<file path="src/rtl/mover_pkg.sv">
package mover_pkg;

  typedef enum logic [3:0] {
    ST_IDLE,
    ST_PROG,
    ST_CHECK,
    ST_RD0,
    ST_W0,
    ST_RD1,
    ST_W1,
    ST_WR0,
    ST_WR1,
    ST_RESTORE
  } mv_state_e;

  typedef enum logic [2:0] {
    RQ_NONE,
    RQ_RD0,
    RQ_RD1,
    RQ_WR0,
    RQ_WR1
  } mv_req_e;

endpackage

</file>
<file path="src/rtl/mover_fsm.sv">
module mover_fsm
  import mover_pkg::*;
(
  input  logic       clk,
  input  logic       rst_n,
  input  logic       start,
  input  logic       ops_odd,
  input  logic       cnt_zero,
  input  logic       irq_pending,
  input  logic       req_ready,
  input  logic       rsp_valid,
  output mv_req_e    req_kind,
  output logic       load_ops,
  output logic [1:0] cap,
  output logic       pair_commit,
  output logic       susp_evt,
  output logic       bank_wr_en,
  output logic       bank_restore,
  output logic       busy,
  output logic       done,
  output logic       suspended,
  output logic       error
);

  mv_state_e state_q, state_d;
  logic      susp_pend_q;
  logic      take_start;

  assign take_start = (state_q == ST_IDLE) && start;
  assign load_ops   = take_start && !ops_odd;
  assign busy       = (state_q != ST_IDLE);

  always_comb begin
    state_d      = state_q;
    req_kind     = RQ_NONE;
    cap          = 2'b00;
    pair_commit  = 1'b0;
    susp_evt     = 1'b0;
    bank_wr_en   = 1'b0;
    bank_restore = 1'b0;
    case (state_q)
      ST_IDLE:    if (load_ops) state_d = ST_PROG;
      ST_PROG: begin
        bank_wr_en = 1'b1;
        state_d    = ST_CHECK;
      end
      ST_CHECK: begin
        if (cnt_zero) begin
          state_d = ST_RESTORE;
        end else if (irq_pending) begin
          susp_evt = 1'b1;
          state_d  = ST_RESTORE;
        end else begin
          state_d = ST_RD0;
        end
      end
      ST_RD0: begin
        req_kind = RQ_RD0;
        if (req_ready) state_d = ST_W0;
      end
      ST_W0: begin
        cap[0] = rsp_valid;
        if (rsp_valid) state_d = ST_RD1;
      end
      ST_RD1: begin
        req_kind = RQ_RD1;
        if (req_ready) state_d = ST_W1;
      end
      ST_W1: begin
        cap[1] = rsp_valid;
        if (rsp_valid) state_d = ST_WR0;
      end
      ST_WR0: begin
        req_kind = RQ_WR0;
        if (req_ready) state_d = ST_WR1;
      end
      ST_WR1: begin
        req_kind    = RQ_WR1;
        pair_commit = req_ready;
        if (req_ready) state_d = ST_CHECK;
      end
      ST_RESTORE: begin
        bank_wr_en   = 1'b1;
        bank_restore = 1'b1;
        state_d      = ST_IDLE;
      end
      default:    state_d = ST_IDLE;
    endcase
  end

  always_ff @(posedge clk or negedge rst_n) begin
    if (!rst_n) begin
      state_q     <= ST_IDLE;
      susp_pend_q <= 1'b0;
      done        <= 1'b0;
      suspended   <= 1'b0;
      error       <= 1'b0;
    end else begin
      state_q <= state_d;
      if (take_start) begin
        done        <= ops_odd;
        error       <= ops_odd;
        suspended   <= 1'b0;
        susp_pend_q <= 1'b0;
      end else if (susp_evt) begin
        susp_pend_q <= 1'b1;
      end else if (state_q == ST_RESTORE) begin
        done        <= !susp_pend_q;
        suspended   <= susp_pend_q;
        susp_pend_q <= 1'b0;
      end
    end
  end

endmodule

</file>
<file path="src/rtl/mover_datapath.sv">
module mover_datapath
  import mover_pkg::*;
#(
  parameter int AW = 16,
  parameter int DW = 16,
  parameter int CW = 16,
  parameter int BW = 2
) (
  input  logic            clk,
  input  logic            rst_n,
  input  logic            load_ops,
  input  logic [AW-1:0]   cmd_dst,
  input  logic [AW-1:0]   cmd_src,
  input  logic [CW-1:0]   cmd_count,
  input  logic [2*BW-1:0] cmd_sel,
  input  logic [AW-1:0]   cmd_pc,
  input  logic [2*BW-1:0] cur_bank_cfg,
  input  logic [1:0]      cap,
  input  logic [DW-1:0]   rsp_data,
  input  logic            pair_commit,
  input  logic            susp_evt,
  input  mv_req_e         req_kind,
  input  logic            bank_restore,
  output logic            ops_odd,
  output logic            cnt_zero,
  output logic [AW-1:0]   dst_q,
  output logic [AW-1:0]   src_q,
  output logic [CW-1:0]   cnt_q,
  output logic [AW-1:0]   pc_q,
  output logic [2*BW-1:0] sel_q,
  output logic [2*BW-1:0] bank_wr_val,
  output logic            req_valid,
  output logic [BW-1:0]   req_bank,
  output logic [AW-1:0]   req_addr,
  output logic            req_we,
  output logic [DW-1:0]   req_wdata
);

  localparam int SELW = 2 * BW;

  function automatic logic [AW-1:0] f_pair_step(input logic [AW-1:0] a);
    return a + AW'(2);
  endfunction

  function automatic logic [AW-1:0] f_second(input logic [AW-1:0] a);
    return a + AW'(1);
  endfunction

  function automatic logic [AW-1:0] f_back_pc(input logic [AW-1:0] p);
    return p - AW'(1);
  endfunction

  function automatic logic [CW-1:0] f_cnt_dec(input logic [CW-1:0] c);
    return c - CW'(1);
  endfunction

  function automatic logic [BW-1:0] f_dst_bank(input logic [SELW-1:0] s);
    return s[SELW-1:BW];
  endfunction

  function automatic logic [BW-1:0] f_src_bank(input logic [SELW-1:0] s);
    return s[BW-1:0];
  endfunction

  logic [SELW-1:0]        save_q;
  logic [1:0][DW-1:0]     pair_w;

  assign ops_odd  = cmd_dst[0] | cmd_src[0];
  assign cnt_zero = (cnt_q == '0);

  always_ff @(posedge clk or negedge rst_n) begin
    if (!rst_n) begin
      dst_q  <= '0;
      src_q  <= '0;
      cnt_q  <= '0;
      pc_q   <= '0;
      sel_q  <= '0;
      save_q <= '0;
    end else if (load_ops) begin
      dst_q  <= cmd_dst;
      src_q  <= cmd_src;
      cnt_q  <= cmd_count;
      pc_q   <= cmd_pc;
      sel_q  <= cmd_sel;
      save_q <= cur_bank_cfg;
    end else if (pair_commit) begin
      dst_q <= f_pair_step(dst_q);
      src_q <= f_pair_step(src_q);
      cnt_q <= f_cnt_dec(cnt_q);
    end else if (susp_evt) begin
      pc_q <= f_back_pc(pc_q);
    end
  end

  for (genvar gi = 0; gi < 2; gi++) begin : g_word
    logic [DW-1:0] word_q;
    always_ff @(posedge clk or negedge rst_n) begin
      if (!rst_n)      word_q <= '0;
      else if (cap[gi]) word_q <= rsp_data;
    end
    assign pair_w[gi] = word_q;
  end

  assign bank_wr_val = bank_restore ? save_q : sel_q;

  always_comb begin
    req_valid = 1'b1;
    req_bank  = f_src_bank(sel_q);
    req_addr  = src_q;
    req_we    = 1'b0;
    req_wdata = '0;
    case (req_kind)
      RQ_RD0: req_addr = src_q;
      RQ_RD1: req_addr = f_second(src_q);
      RQ_WR0: begin
        req_bank  = f_dst_bank(sel_q);
        req_addr  = dst_q;
        req_we    = 1'b1;
        req_wdata = pair_w[0];
      end
      RQ_WR1: begin
        req_bank  = f_dst_bank(sel_q);
        req_addr  = f_second(dst_q);
        req_we    = 1'b1;
        req_wdata = pair_w[1];
      end
      default: req_valid = 1'b0;
    endcase
  end

endmodule

</file>
<file path="src/rtl/dword_bank_mover.sv">
module dword_bank_mover
  import mover_pkg::*;
#(
  parameter int AW = 16,
  parameter int DW = 16,
  parameter int CW = 16,
  parameter int BW = 2
) (
  input  logic            clk,
  input  logic            rst_n,
  input  logic            cmd_start,
  input  logic [AW-1:0]   cmd_dst,
  input  logic [AW-1:0]   cmd_src,
  input  logic [CW-1:0]   cmd_count,
  input  logic [2*BW-1:0] cmd_sel,
  input  logic [AW-1:0]   cmd_pc,
  input  logic [2*BW-1:0] cur_bank_cfg,
  input  logic            irq_pending,
  output logic            mem_req_valid,
  input  logic            mem_req_ready,
  output logic [BW-1:0]   mem_req_bank,
  output logic [AW-1:0]   mem_req_addr,
  output logic            mem_req_we,
  output logic [DW-1:0]   mem_req_wdata,
  input  logic            mem_rsp_valid,
  input  logic [DW-1:0]   mem_rsp_data,
  output logic            bank_wr_en,
  output logic [2*BW-1:0] bank_wr_val,
  output logic [AW-1:0]   dst_addr,
  output logic [AW-1:0]   src_addr,
  output logic [CW-1:0]   dw_count,
  output logic [AW-1:0]   resume_pc,
  output logic            busy,
  output logic            done,
  output logic            suspended,
  output logic            error
);

  localparam int SELW = 2 * BW;

  // named internal events, also watched by the checker
  mv_req_e         req_kind;
  logic            load_ops;
  logic [1:0]      cap;
  logic            pair_commit;
  logic            susp_evt;
  logic            bank_restore;
  logic            ops_odd;
  logic            cnt_zero;
  logic [SELW-1:0] sel_q;

  mover_fsm u_fsm (
    .clk          (clk),
    .rst_n        (rst_n),
    .start        (cmd_start),
    .ops_odd      (ops_odd),
    .cnt_zero     (cnt_zero),
    .irq_pending  (irq_pending),
    .req_ready    (mem_req_ready),
    .rsp_valid    (mem_rsp_valid),
    .req_kind     (req_kind),
    .load_ops     (load_ops),
    .cap          (cap),
    .pair_commit  (pair_commit),
    .susp_evt     (susp_evt),
    .bank_wr_en   (bank_wr_en),
    .bank_restore (bank_restore),
    .busy         (busy),
    .done         (done),
    .suspended    (suspended),
    .error        (error)
  );

  mover_datapath #(.AW(AW), .DW(DW), .CW(CW), .BW(BW)) u_dp (
    .clk          (clk),
    .rst_n        (rst_n),
    .load_ops     (load_ops),
    .cmd_dst      (cmd_dst),
    .cmd_src      (cmd_src),
    .cmd_count    (cmd_count),
    .cmd_sel      (cmd_sel),
    .cmd_pc       (cmd_pc),
    .cur_bank_cfg (cur_bank_cfg),
    .cap          (cap),
    .rsp_data     (mem_rsp_data),
    .pair_commit  (pair_commit),
    .susp_evt     (susp_evt),
    .req_kind     (req_kind),
    .bank_restore (bank_restore),
    .ops_odd      (ops_odd),
    .cnt_zero     (cnt_zero),
    .dst_q        (dst_addr),
    .src_q        (src_addr),
    .cnt_q        (dw_count),
    .pc_q         (resume_pc),
    .sel_q        (sel_q),
    .bank_wr_val  (bank_wr_val),
    .req_valid    (mem_req_valid),
    .req_bank     (mem_req_bank),
    .req_addr     (mem_req_addr),
    .req_we       (mem_req_we),
    .req_wdata    (mem_req_wdata)
  );

endmodule

</file>
<file path="config.mk">
export PLATFORM = sky130hd
export DESIGN_NAME = dword_bank_mover
export DESIGN_NICKNAME = d
export VERILOG_FILES = /design/src/rtl/mover_pkg.sv /design/src/rtl/mover_fsm.sv /design/src/rtl/mover_datapath.sv /design/src/rtl/dword_bank_mover.sv
export SDC_FILE = /design/constraint.sdc
export NUM_CORES = 1
export LEC_CHECK = 0
export BUFFER_PORTS_ARGS = -buffer_cell sky130_fd_sc_hd__buf_4
export CAP_MARGIN = 20
export CORE_UTILIZATION = 52
export DETAILED_ROUTE_END_ITERATION = 16
export GPL_TIMING_DRIVEN = 0
export PLACE_DENSITY = 0.81
export SETUP_SLACK_MARGIN = 0.5
export SYNTH_ARGS = -nofsm -noshare
export SYNTH_HDL_FRONTEND = slang
export SYNTH_SLANG_ARGS = --single-unit
</file>
<file path="constraint.sdc">
create_clock -name clk -period 3.38 [get_ports clk]
set_input_delay 0.338 -clock clk [delete_from_list [all_inputs] [get_ports clk]]
set_output_delay 0.338 -clock clk [all_outputs]
set_load 0.005 [all_outputs]
</file>
==> metrics <==
part of the power in registers 35.1%; worst vdd ir 0.506 mV; CP Class reg2out; layout cells sized above 1 34.5%; max capacitance violation total 0; Port Buffers 202; H-tree Lvls 3; Int Pwr 4.54 mW; antenna violations before repair 0; clock buffer depth 2; # diodes 0; final setup fails 0; ys async rst share 100%; unrepaired setup endpoints after global routing true; most common cell after layout, fill and taps aside buf_4; final hold violations 0; Syn. warnings 0; DRT iter0 DRCs 512; die width 116 µm; Leak 4.11 nW; row count 41; RR Startpoint u_fsm.state_q[0]$_DFFE_PN0P_; synthesis-stage register bit count 112; Routed WL 21700 µm; DP Area 8520 µm²; Critical Path Start u_fsm.state_q[2]$_DFFE_PN0P_; period utilisation layout 92.2%; Final Skew 0.00751 ns; TritonCTS sink count 112; minimum clock period 3.12 ns; WP data arrival 2.78 ns; root buf cell clkbuf_16; Distinct cells, synth 64; initial core utilization 53.3%; vias in the first global route 6370; # DRC 0; P per Cell Area 814 nW/µm²; fin util 72.7%; ys flop type dfrtp_1; Synth Cell Area 6720 µm²; Hold Crit Class in2reg; slowest cell on the critical path or4b_4; Pins Over Slew Limit 0; status finished clean; DRT Pass-1 Iters 5; Worst-Skew Late Latency 0.36 ns; worst slew pin tran 0.790 ns; clk slew on worst S/H paths 0.07 ns; upper clock frequency limit 321 MHz; post-route setup TNS 0 ns; chip height 116 µm; CP endpoint kind output pin; HPWL after detailed placement 15800 µm; Num CTS Buffers 9; Routed Antenna Nets 0; Crit Path Max Fanout 10; core region area 12600 µm²; CTS tree yes; gr usage total 32.9%; routed len/inst 18.9 µm; Critical Path RT 3.04 ns; vias post-DR 6824; crit path launch type flip-flop; DR vias/cell 5.93; pre-CTS setup slack -0.0423 ns; Net Sw Frac 39.1%; placed insts 1115; post-synthesis net count 839; critical-path cell list buf_6 -> or4b_4 -> buf_8 -> buf_8 -> nand2_2 -> nand2_2 -> ha_4 -> nand3_4 -> xnor2_2 -> a211oi_1 -> a221o_1 -> buf_4; most frequent cells in the layout buf_4 (220), dfrtp_1 (112), nand2_1 (100); Boundary Pins 203; Syn Inst Count 740; routability cong. 0.956; Layout Nets 1072; sequential area share after synthesis 41.7%; Post-synth EDFFs 0; Die ar. 13400 µm²; setup ws final 0.263 ns; combinational share of power 48.5%; NetSw 2.92 mW; Mean Syn Cell Area 9.08 µm²; area grow syn2layout 36.4%; slowest cell delay on critical path 0.50 ns; post-route cell area 9170 µm²; fin cells 1150; Worst slew margin 47.1%; cell taking the most area after synthesis dfrtp_1; maximum number of pins on one net before global-route repair 72; Clk pwr share 16.4%; Hold Crit Start cur_bank_cfg[2]; total gr overflow 0; first-pass GRT wire length 33300 µm; Synth top area share 41.7%; Area contributors post-synth dfrtp_1 (42%), mux2_2 (6.7%), nand2_1 (5.9%)
==> power groups by stage <==
stage	logic, mW	clock network (mW)	registers, mW
finish	3.62	1.23	2.62
global route	3.92	1.28	2.69
CTS	3.52	1.24	2.60
detailed placement	3.36	0	2.61
global placement	3.29	0	2.60
floorplan	1.89	0	2.45
==> flip-flops by register name, summed over array words and instances, names as in the netlist, 4 cells and up <==
name / count
u_dp.save_q: 4
u_dp.dst_q: 16
u_dp.g_word.word_q: 32
u_dp.sel_q: 4
u_dp.pc_q: 16
u_dp.cnt_q: 16
u_fsm.state_q: 4
u_dp.src_q: 16
==> critical path: cells and delay by family, from the launching register on <==
family / cells / cell delay [ns]
XOR/XNOR: 1 / 0.13
AND/OR/NAND/NOR: 4 / 0.78
AO/OA/AOI/OAI: 2 / 0.39
flip-flops: 1 / 0.39
buffers and inverters: 4 / 0.55
adder cells (fa/ha/maj): 1 / 0.19
==> Yosys cell counts (3+ instances only) <==
| master | n |
|---|---|
| xor2_1 | 20 |
| nand3_1 | 33 |
| nor4_2 | 5 |
| o211ai_1 | 11 |
| o2111ai_1 | 4 |
| nor4_1 | 6 |
| nor2_1 | 48 |
| buf_2 | 17 |
| or3_1 | 6 |
| and2_1 | 7 |
| mux2_2 | 40 |
| nor3_1 | 23 |
| a21oi_1 | 21 |
| inv_1 | 17 |
| nand2_1 | 105 |
| and3_1 | 7 |
| nand3b_1 | 3 |
| o311ai_0 | 7 |
| xnor2_1 | 27 |
| mux2i_1 | 8 |
| nor3_2 | 3 |
| o22ai_1 | 7 |
| clkbuf_1 | 30 |
| nand4_1 | 10 |
| buf_6 | 3 |
| ha_1 | 5 |
| nand2b_1 | 4 |
| a221o_1 | 7 |
| dfrtp_1 | 112 |
| o21ai_0 | 38 |
| o21ai_1 | 26 |
| a22o_1 | 16 |
| nor2b_1 | 3 |
| or4_1 | 8 |
| a22oi_1 | 15 |
==> stage by stage <==
| stage | hold WS (ns) | total power, mW |
|---|---|---|
| 5_1_grt | 0.169 | 7.90 |
| 4_1_cts | 0.156 | 7.35 |
| 3_5_place_dp | 0.372 | 5.97 |
| 3_3_place_gp | 0.458 | 5.88 |
| 6_report | 0.163 | 7.47 |
| 2_1_floorplan | 0.0424 | 4.34 |
==> per-layer routing <==
metal | vias up | share of wire, % | GRT usage (%)
met5 | - | 0 | 0
met4 | 0 | 3.2 | 15.5
met3 | 50 | 9.0 | 6.43
met2 | 347 | 47 | 52.5
met1 | 3268 | 41 | 43.3
li1 | 3159 | - | -
==> final timing paths <==
check	cells past startpoint	end	slack (ns)
min in group asynchronous	2	u_dp.dst_q[8]$_DFFE_PN0P_	0.52
max in group asynchronous	3	u_dp.g_word[0].word_q[6]$_DFFE_PN0P_	2.11
worst max register to register	9	u_dp.pc_q[11]$_DFFE_PN0P_	0.76
worst min-delay path	3	u_dp.save_q[2]$_DFFE_PN0P_	0.16
worst min register to register	2	u_dp.save_q[0]$_DFFE_PN0P_	0.48
worst max-delay path	12	mem_req_addr[4]	0.26
==> cell families (layout without fill, tap and decap cells) <==
logic type               Yosys count  in the layout  synth area share [%]
AO/OA/AOI/OAI                    176            176                  17.6
XOR/XNOR                          47             47                  6.12
adder cells (fa/ha/maj)            5              5                 0.931
buffers and inverters             70            308                  4.62
flip-flops                       112            112                  41.7
multiplexers                      48             48                  7.89
AND/OR/NAND/NOR                  282            282                  21.2
==> final cells by class <==
class / instances / area [µm²]
Clock inverter: 5 / 105
Clock buffer: 11 / 233
Timing Repair Buffer: 222 / 1690
Sequential cell: 112 / 2800
Fill cell: 1000 / 3450
Tap cell: 172 / 215
Multi-Input combinational cell: 558 / 3750
Buffer: 53 / 305
Inverter: 17 / 63.8
==> repair_timing <==
action,4_1_cts,5_1_grt
resized for setup,24,27
buffers inserted,13,5
endpoints found under the hold margin,31,0
pin swaps,9,11
hold buffers,1,0
setup endpoints to repair,11,14
Note: power is estimated with default switching activity, not from simulation.
